<file path="src/rtl/dpg_pkg.sv">
package dpg_pkg;

    localparam int ADDR_W   = 32;
    localparam int PAGE_LSB = 6;
    localparam int PAGE_W   = ADDR_W - PAGE_LSB;
    localparam int CODE_W   = 4;
    localparam int TM_W     = 3;

    localparam logic [CODE_W-1:0] CODE_NOPAGE = 4'b1000;

    typedef enum logic [TM_W-1:0] {
        TM_SD_B1_CL2  = 3'b000,
        TM_SD_B1_CL3  = 3'b001,
        TM_SD_B2_CL2  = 3'b010,
        TM_SD_B2_CL3  = 3'b011,
        TM_PIPE_1C    = 3'b100,
        TM_NOPIPE_1C  = 3'b101,
        TM_TWO_C      = 3'b110,
        TM_THREE_C    = 3'b111
    } tmode_e;

    typedef enum logic {
        PG_NONE = 1'b0,
        PG_OPEN = 1'b1
    } pstate_e;

    // Lowest compared address bit for a page code (0 means page mode off).
    function automatic int page_low_bit(input logic [CODE_W-1:0] code);
        int low;
        if (code == CODE_NOPAGE)      low = 0;
        else if (code[3])             low = 10 + int'(code[2:0]);
        else if (code <= 4'b0100)     low = PAGE_LSB + int'(code);
        else                          low = 13 + int'(code);
        return low;
    endfunction

endpackage

</file>
<file path="src/rtl/dpg_mask_dec.sv">
module dpg_mask_dec
    import dpg_pkg::*;
#(
    parameter int A_W   = ADDR_W,
    parameter int P_LSB = PAGE_LSB,
    localparam int P_W  = A_W - P_LSB
) (
    input  logic [CODE_W-1:0] code_i,
    output logic [P_W-1:0]    mask_o,
    output logic              off_o
);

    int low_bit;

    always_comb begin
        low_bit = page_low_bit(code_i);
        off_o   = (code_i == CODE_NOPAGE);
    end

    for (genvar gi = 0; gi < P_W; gi++) begin : g_mask
        assign mask_o[gi] = (gi + P_LSB) >= low_bit;
    end

    always_comb begin
        if (!off_o) begin
            AST_MASK_CONTIG: assert (mask_o[P_W-1] && (((~mask_o) & ((~mask_o) + 1'b1)) == '0))
                else $error("mask not contiguous from top");
        end
    end

endmodule

</file>
<file path="src/rtl/dpg_page_store.sv">
module dpg_page_store
    import dpg_pkg::*;
#(
    parameter int P_W = PAGE_W
) (
    input  logic           clk,
    input  logic           rst_n,
    input  logic           load_i,
    input  logic [P_W-1:0] page_i,
    input  logic [P_W-1:0] mask_i,
    output logic           hit_o
);

    logic [P_W-1:0] page_q;

    always_ff @(posedge clk) begin
        if (!rst_n)      page_q <= '0;
        else if (load_i) page_q <= page_i;
    end

    assign hit_o = (((page_q ^ page_i) & mask_i) == '0);

endmodule

</file>
<file path="src/rtl/dpg_timing_latch.sv">
module dpg_timing_latch
    import dpg_pkg::*;
(
    input  logic            clk,
    input  logic            rst_n,
    input  logic            load_i,
    input  logic [TM_W-1:0] code_i,
    output tmode_e          mode_o
);

    always_ff @(posedge clk) begin
        if (!rst_n)      mode_o <= TM_THREE_C;
        else if (load_i) mode_o <= tmode_e'(code_i);
    end

endmodule

</file>
<file path="src/rtl/dram_page_detect.sv">
module dram_page_detect
    import dpg_pkg::*;
(
    input  logic                clk,
    input  logic                rst_n,
    input  logic                req_valid,
    input  logic [ADDR_W-1:0]   req_addr,
    input  logic [CODE_W-1:0]   page_code,
    input  logic [TM_W-1:0]     timing_code,
    output logic                dec_valid,
    output logic                dec_row,
    output logic [TM_W-1:0]     timing_mode
);

    pstate_e          state_q, state_d;
    logic [PAGE_W-1:0] mask;
    logic             page_off;
    logic             page_hit;
    logic             row_now;
    tmode_e           mode_q;

    dpg_mask_dec #(.A_W(ADDR_W), .P_LSB(PAGE_LSB)) u_mask (
        .code_i (page_code),
        .mask_o (mask),
        .off_o  (page_off)
    );

    dpg_page_store #(.P_W(PAGE_W)) u_store (
        .clk    (clk),
        .rst_n  (rst_n),
        .load_i (req_valid),
        .page_i (req_addr[ADDR_W-1:PAGE_LSB]),
        .mask_i (mask),
        .hit_o  (page_hit)
    );

    // Next-state: T_OPEN from PG_NONE on a request, T_STAY in PG_OPEN.
    always_comb begin
        state_d = state_q;
        row_now = 1'b1;
        unique case (state_q)
            PG_NONE: begin
                row_now = 1'b1;
                if (req_valid) state_d = PG_OPEN;
            end
            PG_OPEN: begin
                row_now = page_off || !page_hit;
                state_d = PG_OPEN;
            end
            default: state_d = PG_NONE;
        endcase
    end

    always_ff @(posedge clk) begin
        if (!rst_n) state_q <= PG_NONE;
        else        state_q <= state_d;
    end

    dpg_timing_latch u_tm (
        .clk    (clk),
        .rst_n  (rst_n),
        .load_i (req_valid && row_now),
        .code_i (timing_code),
        .mode_o (mode_q)
    );

    always_ff @(posedge clk) begin
        if (!rst_n) begin
            dec_valid <= 1'b0;
            dec_row   <= 1'b0;
        end else begin
            dec_valid <= req_valid;
            dec_row   <= req_valid && row_now;
        end
    end

    assign timing_mode = mode_q;

    AST_DEC_NEXT_CYCLE: assert property (@(posedge clk) disable iff (!rst_n)
        req_valid |=> dec_valid) else $error("missing decision");
    AST_NO_SPURIOUS: assert property (@(posedge clk) disable iff (!rst_n)
        !req_valid |=> !dec_valid) else $error("spurious decision");
    AST_FIRST_ROW: assert property (@(posedge clk) disable iff (!rst_n)
        (req_valid && state_q == PG_NONE) |=> dec_row) else $error("first access not row");
    AST_SAME_ADDR_COL: assert property (@(posedge clk) disable iff (!rst_n)
        (req_valid && $past(req_valid) && state_q == PG_OPEN && req_addr == $past(req_addr)
         && page_code != CODE_NOPAGE) |=> !dec_row) else $error("repeat address not column");
    AST_NOPAGE_ROW: assert property (@(posedge clk) disable iff (!rst_n)
        (req_valid && page_code == CODE_NOPAGE) |=> dec_row) else $error("page-off not row");
    AST_TM_HOLD: assert property (@(posedge clk) disable iff (!rst_n)
        !(dec_valid && dec_row) |-> $stable(timing_mode)) else $error("timing moved");
    AST_TM_SAMPLED: assert property (@(posedge clk) disable iff (!rst_n)
        (dec_valid && dec_row) |-> timing_mode == $past(timing_code)) else $error("timing not latched");

endmodule

</file>
<file path="config.mk">
export PLATFORM = sky130hd
export DESIGN_NAME = dram_page_detect
export DESIGN_NICKNAME = d
export VERILOG_FILES = /design/src/rtl/dpg_pkg.sv /design/src/rtl/dpg_mask_dec.sv /design/src/rtl/dpg_page_store.sv /design/src/rtl/dpg_timing_latch.sv /design/src/rtl/dram_page_detect.sv
export SDC_FILE = /design/constraint.sdc
export NUM_CORES = 1
export LEC_CHECK = 0
export ABC_AREA = 0
export BUFFER_PORTS_ARGS = -buffer_cell sky130_fd_sc_hd__buf_2
export CAP_MARGIN = 0
export CORE_ASPECT_RATIO = 0.7
export CORE_MARGIN = 5
export CORE_UTILIZATION = 49
export CTS_BUF_LIST = sky130_fd_sc_hd__clkbuf_16
export CTS_CLUSTER_DIAMETER = 200
export DETAILED_ROUTE_END_ITERATION = 7
export PLACE_DENSITY = 0.76
export SYNTH_ARGS = -nofsm -noshare
export SYNTH_HDL_FRONTEND = slang
export SYNTH_HIERARCHICAL = 1
export SYNTH_SLANG_ARGS = --single-unit
</file>
<file path="constraint.sdc">
create_clock -name clk -period 2.73 [get_ports clk]
set_input_delay 0.4095 -clock clk [delete_from_list [all_inputs] [get_ports clk]]
set_output_delay 0.4095 -clock clk [all_outputs]
set_load 0.01 [all_outputs]
</file>
After elaboration in Yosys (flattened, before gate mapping)
Cells that the tools add are included.
Widths: inputs -> output; s select.
{ "op_classes": {"n_div": 0, "shifts": 0, "mul": 0, "n_reduce_logical": 4, "mux": 6, "add_sub_neg": 3, "n_eq_ne": 1, "magnitude_cmp": 27, "n_bitwise": 3} }
{ "ops": {"columns": ["cell", "count"], "rows": [
  ["$ge 6x32->1 const A", 16],
  ["$ge 5x32->1 const A", 8],
  ["$mux 32", 3],
  ["$ge 4x32->1 const A", 2],
  ["$and 26x26->26", 1],
  ["$logic_not 26->1", 1],
  ["$xor 26x26->26", 1],
  ["$add 3x4->5 const A", 1],
  ["$add 4x3->5 const A", 1],
  ["$add 4x4->5 const A", 1],
  ["$eq 4x4->1 const B", 1],
  ["$le 4x3->1 const B", 1],
  ["$pmux 1 s2", 2],
  ["$logic_and 1x1->1", 1],
  ["$logic_not 1->1", 1],
  ["$logic_or 1x1->1", 1],
  ["$mux 1", 1],
  ["$not 1->1", 1]
]} }
{ "totals": {"mem_count": 0, "out_inout_bits": 5, "reg_bits": 32, "mem_bits_rw": 0, "latchBits": 0, "inputBits": 42, "rom_bits": 0, "wordCells": 49} }

Logic depth before layout (Yosys ltp)
Gate-level depths: netlist (run 1).
{ "depth": {"depth_word": 11, "depth_mapped": 16} }

Hierarchy
Netlist (run 1), hierarchy kept.
{ "modules_own_cells": {"columns": ["module", "seq_area_each_um2", "area_each_um2", "instances", "cells_per_inst"], "rows": [
  ["dpg_page_store", 520.5, 1332.5, 1, 127],
  ["dpg_mask_dec", 0.0, 549.3, 1, 67],
  ["dpg_timing_latch", 60.1, 101.3, 1, 9],
  ["dram_page_detect", 60.1, 98.8, 1, 8]
]} }

Worst setup path before layout (run 1)
OpenSTA, ideal clock, no wires.
{ "synth_path": {"path_kind": "input -> register", "from": "in page_code[0]", "to": "reg u_tm.mode_o[0]", "path_stages": 14, "t_arrival_ns": 2.661, "setup_ns": 0.115, "n_path_buf": 1, "path_slack_ns": -0.046, "cell_sequence": "inv_1 -> ha_1 -> nand2b_1 -> buf_6 -> a211o_4 -> a21oi_2 -> a21oi_1 -> a22oi_1 -> nand4_1 -> nor4_2 -> nand3b_1 -> and2_1 -> mux2i_1 -> nand2_1"} }
{ "synth_between": {"elab_chain_len": 11} }
{ "synth_rtl": {"columns": ["element", "line_no", "rtl"], "rows": [
  ["start: declaration", "dram_page_detect.sv:8", "input logic [CODE_W-1:0] page_code,"],
  ["$add 4x4->5 (tied with other cells)", "dpg_pkg.sv:33", "else low = 13 + int'(code);"],
  ["$mux 32", "dpg_pkg.sv:32", "else if (code <= 4'b0100) low = PAGE_LSB + int'(code);"],
  ["$mux 32", "dpg_pkg.sv:31", "else if (code[3]) low = 10 + int'(code[2:0]);"],
  ["$mux 32 (*)", "dpg_pkg.sv:30", "if (code == CODE_NOPAGE) low = 0;"],
  ["$ge 5x32->1 (*)", "dpg_mask_dec.sv:21", "assign mask_o[gi] = (gi + P_LSB) >= low_bit;"],
  ["named net mask[6]", "dram_page_detect.sv:16", "logic [PAGE_W-1:0] mask;"],
  ["$and 26x26->26 (*)", "dpg_page_store.sv:21", "assign hit_o = (((page_q ^ page_i) & mask_i) == '0);"],
  ["$logic_not 26->1 (*)", "dpg_page_store.sv:21", null],
  ["named net page_hit", "dram_page_detect.sv:18", "logic page_hit;"],
  ["$logic_not 1->1 (*)", "dram_page_detect.sv:47", "row_now = page_off || !page_hit;"],
  ["$logic_or 1x1->1 (*)", "dram_page_detect.sv:47", null],
  ["$pmux 1 s2 (*)", "dram_page_detect.sv:41", "unique case (state_q)"],
  ["$logic_and 1x1->1 (*)", "dram_page_detect.sv:62", ".load_i (req_valid && row_now),"],
  ["end signal: assignment", "dpg_timing_latch.sv:13", "else if (load_i) mode_o <= tmode_e'(code_i);"],
  ["end: declaration", "dpg_timing_latch.sv:8", "output tmode_e mode_o"]
]} }
Mark *: on every way through the listed nets, which the timed path passes. The rest lies on a longest branch.
A chain may end at the register's enable or synchronous reset.

Final worst setup path (run 1)
{ "layout_path": {"from": "in page_code[1]", "to": "reg u_tm.mode_o[0]"} }
Same word-level chain as after synthesis.

==> flow_metrics.tcl, run 1 <==
set metrics [dict create \
    outcome "finished clean" \
    drt_iter0_drc 125 \
    crit_path_start_kind "input port" \
    syn_to_final_growth_pct 29.0 \
    syn_area_mm2 0.00208 \
    fin_nets 321 \
    layout-drive-gt1-share 0.362 \
    holdPathStages 3 \
    regArea_um2 641 \
    synth_area_leaders "dfxtp_1 (31%), mux2i_1 (14%), xor2_1 (11%)" \
    crit_chain "buf_6 > inv_2 > buf_4 > ha_4 > a211o_4 > a21oi_4 > buf_6 > a21oi_1 > a22oi_1 > nand3_1 > nor4_2 > nand3b_1 > and2_4 > mux2i_1 > nand2_1" \
    grt_pass1_vias 1608 \
    cts_tree "done" \
    coreArea_mm2 0.00402 \
    vias 1654 \
    initial_core_util 0.518 \
    postPlaceCellArea_mm2 0.00242 \
    hold_violations 0 \
    required_ns 2.87 \
    finalPower_uw 1450 \
    yosysUniqueCellTypes 43 \
    drv_slew 0 \
    grt_pass1_wl_um 7200 \
    fin_crit_sh 0.929 \
    synth_area_per_cell_um2 9.87 \
    overflow 0 \
    m1WireLength_um 2070 \
    path_common_cell "buf_6" \
    r2r-start "u_store/page_q[9]$_SDFFE_PN0P_" \
    fillers 337 \
    rsz0062_at_grt "false" \
    min_to "u_tm/mode_o[1]$_SDFFE_PN1P_" \
    cts.sinks 32 \
    diodes 0 \
    min_from "timing_code[1]" \
    die_w_um 87.9 \
    antenna_left 0 \
    fin_util 0.668 \
    ir_drop_mv 0.412 \
    viasPerCell 5.04 \
    final_cell_mix "buf_2 (38), dfxtp_1 (32), mux2i_1 (29)" \
    clk_pin_slew_ns 0.05 \
    place_congestion 0.868 \
    crit_buf_inv 4 \
    synth-seq-cells 32 \
    yosysSeqAreaShare 0.308 \
    wl_per_cell_um 13.3 \
    top_layer "met4" \
    critPathArrivalTime_ns 2.68 \
    min_period_ns 2.54 \
    multi_input_area_mm2 0.00135 \
    slowest_stage "a211o_4" \
    reg2reg_depth 8 \
    crit_type "in2reg" \
    portBuffers 40 \
    clock_skew_ns 0.00365 \
    clockBufferDepth 2 \
    antenna_found_initial 0 \
    ys_warn_count 6 \
    clockPowerShare 0.427 \
    final_area_mm2 0.00269 \
    fmax_mhz 394 \
    insertion_delay_ns 0.27 \
    die-area_mm2 0.00567 \
    p_switching_uw 368 \
    cpPeakStageDelay_ns 0.36 \
    track_usage 0.159 \
    die_y_um 64.5 \
    h-tree-depth 2 \
    rows 19 \
    p_comb_frac 0.220 \
    syn_inst 211 \
    synth_top_cell_area_share 0.308 \
    synth_top_cell_by_area "dfxtp_1" \
    crit_fanout 4 \
    whs_ns 0.358 \
    p_leak_uw 0.00127 \
    wl_met2_um 1910 \
    finalSetupViolCount 0 \
    drcViolationCount 0 \
    finalSetupTns_ns 0 \
    hp-class "in2reg" \
    sequentialPowerShare 0.353 \
    wl_met3_um 332 \
    cts_buffers 5 \
    swShare 0.254 \
    ys.flop_type "dfxtp_1" \
    final_common_cell "buf_2" \
    critPathTopFamily "compound AO/OA/AOI/OAI gates" \
    cts_root_buffer "clkbuf_16" \
    io_pins 47 \
    grt_max_degree 32 \
    dr.pass1.iters 4 \
    critPathCaptureType "register" \
    p_int_uw 1080 \
    wirelength_um 4350 \
    synth_edf_count 0 \
    dp.final_hpwl_um 3210 \
    synthArstFlopShare 0 \
    r2r_setup_slack_ns 0.95 \
    p_per_area_mw_per_mm2 540 \
    reg2reg_to "u_tm/mode_o[0]$_SDFFE_PN1P_" \
    drv_cap 0 \
]
## cells in the mapped netlist, types with 3 or more instances
cell type	count
a21oi_1	7
a22oi_1	13
buf_4	12
buf_6	4
dfxtp_1	32
ha_1	4
inv_1	7
mux2i_1	29
nand2_1	7
nand2b_1	3
nand3_1	3
nor2_1	3
nor2b_1	26
o31ai_1	4
xor2_1	26
## registers in the layout (all words and copies together), names as in the netlist
name	cells
u_store/page_q	26
u_tm/mode_o	3
dec_row	1
dec_valid	1
state_q	1
## worst max path at each step
stage,from,endpoint,slack (ns),cells past startpoint
after floorplan,page_code[0],u_tm/mode_o[0]$_SDFFE_PN1P_,0.02,14
after global placement,page_code[0],u_tm/mode_o[0]$_SDFFE_PN1P_,-0.21,14
after detailed placement,page_code[0],u_tm/mode_o[0]$_SDFFE_PN1P_,-0.28,14
after CTS,page_code[1],u_tm/mode_o[0]$_SDFFE_PN1P_,0.009,14
after global routing,page_code[1],u_tm/mode_o[1]$_SDFFE_PN1P_,0.01,14
final,page_code[1],u_tm/mode_o[0]$_SDFFE_PN1P_,0.19,15
## tightest hold or removal path, cell delays in order
cell and delay [ns]:
buf_2 0.08, mux2i_1 0.06, nand2_1 0.06
## power groups by stage
stage / clock network (uW) / registers (uW) / logic, uW
after floorplan: 0 / 521 / 204
after global placement: 0 / 520 / 293
after detailed placement: 0 / 522 / 297
after CTS: 625 / 512 / 304
after global routing: 652 / 516 / 352
final: 620 / 512 / 319
## kinds of logic after synthesis
logic type | Yosys count | synth area share
muxes | 30 | 0.145
adders and majority gates | 4 | 0.0240
xor gates and xnor gates | 26 | 0.109
other | 1 | 0.00180
and+or+nand+nor | 55 | 0.166
buffers and inverters | 26 | 0.0889
DFF | 32 | 0.308
AOI/OAI and AO/OA | 37 | 0.157
## cell type report
type | count | share of cell area
clock buffer | 5 | 0.0466
clock inverter | 3 | 0.0144
multi-input combinational | 161 | 0.502
inverter | 8 | 0.0168
timing repair buffer | 67 | 0.158
sequential | 32 | 0.239
tap | 52 | 0.0242
## what timing repair did
item / 4_1_cts / 5_1_grt
hold buffers: 0 / 0
buffers inserted: 0 / 4
endpoints found under the setup margin: 1 / 3
cloned: 0 / 0
pin swaps: 0 / 14
resized for setup: 3 / 15
## per-layer routing
| metal | track usage | up-vias |
|---|---|---|
| met5 | 0 | - |
| met1 | 0.217 | 759 |
| met2 | 0.240 | 40 |
| met4 | 0.0402 | 0 |
| met3 | 0.0544 | 4 |
| li1 | - | 851 |
## through the flow
stage | worst slack, ns | cells
3_3_place_gp | -0.207 | 317
6_report | 0.192 | 328
3_5_place_dp | -0.282 | 317
5_1_grt | 0.00990 | 328
4_1_cts | 0.00938 | 325
2_1_floorplan | 0.0238 | 219
(Power assumes the default switching activity.)
==> run 2, diff against run 1 <==
ABC_AREA = 1   (was 0)
BUFFER_PORTS_ARGS = -buffer_cell sky130_fd_sc_hd__buf_4   (was -buffer_cell sky130_fd_sc_hd__buf_2)
CAP_MARGIN = unset   (was 0)
CORE_UTILIZATION = 48   (was 49)
PLACE_DENSITY = 0.75   (was 0.76)
==> flow_metrics.tcl, run 2 <==
set metrics [dict create \
    grt_max_degree 36 \
    hold_violations 0 \
    critPathCaptureType "register" \
    finalSetupTns_ns 0 \
    insertion_delay_ns 0.28 \
    io_pins 47 \
    drv_slew 0 \
    clockBufferDepth 2 \
    final_common_cell "nand2_1" \
    yosysUniqueCellTypes 21 \
    multi_input_area_mm2 0.00119 \
    coreArea_mm2 0.00399 \
    whs_ns 0.347 \
    cts_buffers 5 \
    die_w_um 87.7 \
    r2r_setup_slack_ns 1.19 \
    syn_to_final_growth_pct 21.6 \
    syn_area_mm2 0.00203 \
    required_ns 2.87 \
    holdPathStages 3 \
    crit_type "in2reg" \
    rsz0062_at_grt "false" \
    wl_per_cell_um 10.5 \
    dr.pass1.iters 4 \
    reg2reg_depth 13 \
    synth_top_cell_by_area "dfxtp_1" \
    antenna_found_initial 0 \
    overflow 0 \
    largest_register "u_store/page_q" \
    grt_pass1_wl_um 7690 \
    wirelength_um 4520 \
    cts_resized 0 \
    clk_pin_slew_ns 0.05 \
    synthArstFlopShare 0 \
    p_leak_uw 0.00129 \
    reg2reg_to "u_tm/mode_o[1]$_SDFFE_PN1P_" \
    final_cell_mix "nand2_1 (82), nor2_1 (80), buf_4 (40)" \
    yosysSeqAreaShare 0.315 \
    dp.final_hpwl_um 3380 \
    largest_register_ffs 26 \
    ys.flop_type "dfxtp_1" \
    crit_chain "buf_4 > inv_1 > ha_1 > inv_1 > nand2_1 > nand3_1 > nand2_1 > nand2_2 > nand2_1 > nand2_1 > nand2_1 > nor2_1 > nor2_1 > nand2_1 > nor2_1 > nand2_1 > nor2_1 > nand3_2 > nand2_1 > inv_1 > nand2_1 > nand3_1" \
    diodes 0 \
    crit_fanout 4 \
    cts.sinks 32 \
    fmax_mhz 425 \
    ys_warn_count 6 \
    clock_skew_ns 0.00196 \
    rows 19 \
    cts_tree "done" \
    cpPeakStageDelay_ns 0.20 \
    die-area_mm2 0.00565 \
    ir_drop_mv 0.312 \
    drt_iter0_drc 107 \
    fin_nets 422 \
    worst_slack_ns 0.375 \
    antenna_left 0 \
    outcome "finished clean" \
    path_common_cell "nand2_1" \
    min_period_ns 2.35 \
    synth_area_per_cell_um2 6.03 \
    initial_core_util 0.508 \
    place_congestion 0.894 \
    synth-seq-cells 32 \
    drv_cap 0 \
    syn_inst 337 \
    fin_crit_sh 0.863 \
    regArea_um2 641 \
    fillers 383 \
    min_from "timing_code[0]" \
    holdBufCountCts 0 \
    track_usage 0.172 \
    synth_area_leaders "dfxtp_1 (32%), nand2_1 (15%), nor2_1 (15%)" \
    slew_headroom 0.542 \
    synth_common_cells "nand2_1 (82), nor2_1 (80), dfxtp_1 (32)" \
    place_ws_ns 0.106 \
    critPathArrivalTime_ns 2.50 \
    p_per_area_mw_per_mm2 538 \
    layout-drive-gt1-share 0.183 \
    synth_top_cell_area_share 0.315 \
    worst_pin_slew_ns 0.686 \
    synth_edf_count 0 \
    cts_root_buffer "clkbuf_16" \
    slowest_stage "ha_1" \
    die_y_um 64.4 \
    cts_setup_buffers 0 \
    viasPerCell 4.76 \
    r2r-start "u_store/page_q[11]$_SDFFE_PN0P_" \
    hp-class "in2reg" \
    yosysMostFrequentCell "nand2_1" \
    grt_pass1_vias 1826 \
    top_regs "u_store/page_q (26), u_tm/mode_o (3)" \
    crit_path_start_kind "input port" \
    finalSetupViolCount 0 \
    drcViolationCount 0 \
    h-tree-depth 2 \
    min_to "u_tm/mode_o[0]$_SDFFE_PN1P_" \
    vias 2043 \
    portBuffers 40 \
]
run 2: changes by cell type after synthesis, sizes merged, moves of 6 or more:
cell / before / now
nand2: 9 / 87
inv: 7 / 35
mux2i: 29 / 0
nor2: 3 / 80
xor2: 26 / 0
a22oi: 13 / 0
buf: 16 / 10
nor2b: 26 / 0
or2: 0 / 9
o21ai: 2 / 33
nand3: 3 / 29
run 2: area by class of cell:
class	instances	area share
sequential	32	0.260
clock buffer	5	0.0507
inverter	35	0.0532
multi-input combinational	262	0.483
clock inverter	3	0.00558
timing repair buffer	40	0.122
tap	52	0.0264
run 2: per-stage QoR:
stage | utilization | total power, uW | instances | cell area, um^2
finish | 0.618 | 1330 | 429 | 2470
detailed placement | 0.583 | 808 | 421 | 2330
global route | 0.618 | 1410 | 429 | 2470
CTS | 0.618 | 1340 | 429 | 2470
global placement | 0.583 | 801 | 421 | 2330
floorplan | - | 718 | 345 | 2060
run 2: worst max-delay path by stage:
| stage | from | cells past startpoint | endpoint | slack, ns |
|---|---|---|---|---|
| floorplan | page_code[0] | 21 | u_tm/mode_o[0]$_SDFFE_PN1P_ | 0.58 |
| global placement | page_code[1] | 22 | u_tm/mode_o[0]$_SDFFE_PN1P_ | 0.14 |
| detailed placement | page_code[1] | 22 | u_tm/mode_o[1]$_SDFFE_PN1P_ | 0.11 |
| CTS | page_code[1] | 22 | u_tm/mode_o[1]$_SDFFE_PN1P_ | 0.38 |
| global route | page_code[1] | 22 | u_tm/mode_o[1]$_SDFFE_PN1P_ | 0.13 |
| finish | page_code[1] | 22 | u_tm/mode_o[1]$_SDFFE_PN1P_ | 0.38 |
run 2: report_power, final:
group	internal (uW)	switching (uW)
sequential	501	19.9
clock	330	197
combinational	117	162
total	948	379
run 2: worst max-delay path: cells and delay by family:
kind                       cells  cell delay, ns
adders and majority gates      1            0.20
buffers and inverters          4            0.37
and+or+nand+nor               17            1.52
run 2: cell families after synthesis:
logic type / count (synthesis) / synth area share
buf+inv: 51 / 0.112
compound gates: 44 / 0.116
fa+ha+maj: 4 / 0.0246
flops: 32 / 0.315
simple gates: 205 / 0.430
other cells: 1 / 0.00185
run 2: metal layers:
layer | track usage | part of all wire | vias to the layer above
li1 | - | - | 1119
met1 | 0.237 | 0.51 | 875
met2 | 0.257 | 0.42 | 44
met3 | 0.0494 | 0.058 | 5
met4 | 0.0632 | 0.010 | 0
met5 | 0 | 0 | -
==> run 3, diff against run 2 <==
CORE_UTILIZATION = 49   (was 48)
PLACE_DENSITY = 0.73   (was 0.75)
clock period = 2.3 ns   (was 2.73 ns; I/O delays follow)
==> flow_metrics.tcl, run 3 (synthesized netlist as in run 2, its figures left out) <==
set metrics [dict create \
    outcome "finished clean" \
    portBuffers 40 \
    worst_pin_slew_ns 0.669 \
    whs_ns 0.265 \
    wl_per_cell_um 11.5 \
    critPathTopFamily "simple AND/OR/NAND/NOR gates" \
    dp.final_hpwl_um 3460 \
    grt_pass1_wl_um 7620 \
    crit_type "in2reg" \
    finalSetupViolCount 0 \
    fin_crit_sh 0.946 \
    antenna_found_initial 0 \
    top_layer "met4" \
    clockBufferDepth 2 \
    fin_util 0.689 \
    initial_core_util 0.512 \
    wl_met2_um 2320 \
    fin_nets 437 \
    rows 19 \
    cts_buffers 5 \
    drt_iter0_drc 118 \
    m1WireLength_um 2430 \
    coreArea_mm2 0.00397 \
    min_period_ns 2.18 \
    crit_chain "buf_4 > inv_2 > ha_4 > nor2_1 > nand3_2 > nand3_4 > nor2_1 > nand2_1 > nand3_1 > nand3_1 > nand2_1 > inv_1 > nand2_1 > nor2_2 > nand2_1 > nor2_2 > nand3_2 > nand2_2 > inv_2 > nand2_1 > nand3_1" \
    diodes 0 \
    clock_skew_ns 0.00426 \
    drv_cap 0 \
    grt_pass1_vias 1738 \
    overflow 0 \
    reg2reg_depth 13 \
    ir_drop_mv 0.548 \
    wirelength_um 5120 \
    grt_max_degree 36 \
    die_w_um 86.9 \
    die_y_um 63.9 \
    finalSetupTns_ns 0 \
    drcViolationCount 0 \
    largest_register "u_store/page_q" \
    layout-drive-gt1-share 0.278 \
    crit_fanout 7 \
    min_to "u_tm/mode_o[0]$_SDFFE_PN1P_" \
    final_common_cell "nor2_1" \
    path_common_cell "nand2_1" \
    r2r-start "u_store/page_q[13]$_SDFFE_PN0P_" \
    cts.sinks 32 \
    vias 2126 \
    drv_slew 0 \
    track_usage 0.171 \
    dr.pass1.iters 5 \
    final_cell_mix "nor2_1 (75), nand2_1 (74), buf_4 (54)" \
    cts_root_buffer "clkbuf_16" \
    hold_violations 0 \
    hp-class "in2reg" \
    clk_pin_slew_ns 0.05 \
    largest_register_ffs 26 \
    worstSetupPathDepth 21 \
    viasPerCell 4.79 \
    r2r_setup_slack_ns 0.75 \
    insertion_delay_ns 0.27 \
    wl_met3_um 363 \
    cts_tree "done" \
    slew_headroom 0.554 \
    critPathArrivalTime_ns 2.33 \
    slowest_stage "nor2_1" \
    p_leak_uw 0.00139 \
    syn_to_final_growth_pct 34.6 \
    finalPower_uw 1760 \
    holdPathStages 3 \
    io_pins 47 \
    top_regs "u_store/page_q (26), u_tm/mode_o (3)" \
    fmax_mhz 460 \
    critPathCaptureType "register" \
    min_from "timing_code[0]" \
    place_congestion 0.840 \
    required_ns 2.45 \
    cpPeakStageDelay_ns 0.21 \
    antenna_left 0 \
    p_per_area_mw_per_mm2 643 \
    crit_buf_inv 4 \
    reg2reg_to "u_tm/mode_o[2]$_SDFFE_PN1P_" \
    die-area_mm2 0.00555 \
    crit_path_start_kind "input port" \
    h-tree-depth 2 \
]
run 3: timing repair:
action | CTS | global route
setup endpoints to repair | 0 | 4
buffers inserted | 0 | 1
hold buffers | 0 | 0
gates resized for setup | 0 | 36
run 3: metrics by stage:
step           std cells  instance area [um^2]  worst slack [ns]
2_1_floorplan        345                  2060             0.216
3_3_place_gp         435                  2430            -0.208
3_5_place_dp         435                  2430            -0.243
4_1_cts              443                  2600            0.0485
5_1_grt              444                  2730           -0.0255
6_report             444                  2730             0.124
run 3: tightest hold or removal path, cell delays in order:
cell,delay (ns)
buf_4,0.07
nand2_1,0.04
nand3_1,0.05
run 3: cell type report:
| class | count | area, um^2 |
|---|---|---|
| tap | 52 | 65.1 |
| sequential | 32 | 641 |
| multi-input combinational | 262 | 1310 |
| timing repair buffer | 55 | 417 |
| inverter | 35 | 136 |
| fill | 349 | 1240 |
| clock buffer | 5 | 125 |
| clock inverter | 3 | 38.8 |
run 3: worst max-delay path by stage:
stage | start | to | slack [ns]
floorplan | page_code[0] | u_tm/mode_o[0]$_SDFFE_PN1P_ | 0.22
global placement | page_code[1] | u_tm/mode_o[2]$_SDFFE_PN1P_ | -0.21
detailed placement | page_code[1] | u_tm/mode_o[0]$_SDFFE_PN1P_ | -0.24
CTS | page_code[1] | u_tm/mode_o[2]$_SDFFE_PN1P_ | 0.05
global route | page_code[1] | u_tm/mode_o[0]$_SDFFE_PN1P_ | -0.03
finish | page_code[0] | u_tm/mode_o[2]$_SDFFE_PN1P_ | 0.12
run 3: power by group:
| group | switching [uW] | internal, uW |
|---|---|---|
| sequential | 23.4 | 594 |
| combinational | 230 | 175 |
| clock | 232 | 504 |
| total | 486 | 1270 |
run 3: per-layer routing:
| layer | vias up | track usage |
|---|---|---|
| met5 | - | 0 |
| met4 | 0 | 0.0350 |
| met3 | 2 | 0.0449 |
| met2 | 62 | 0.256 |
| li1 | 1144 | - |
| met1 | 918 | 0.246 |
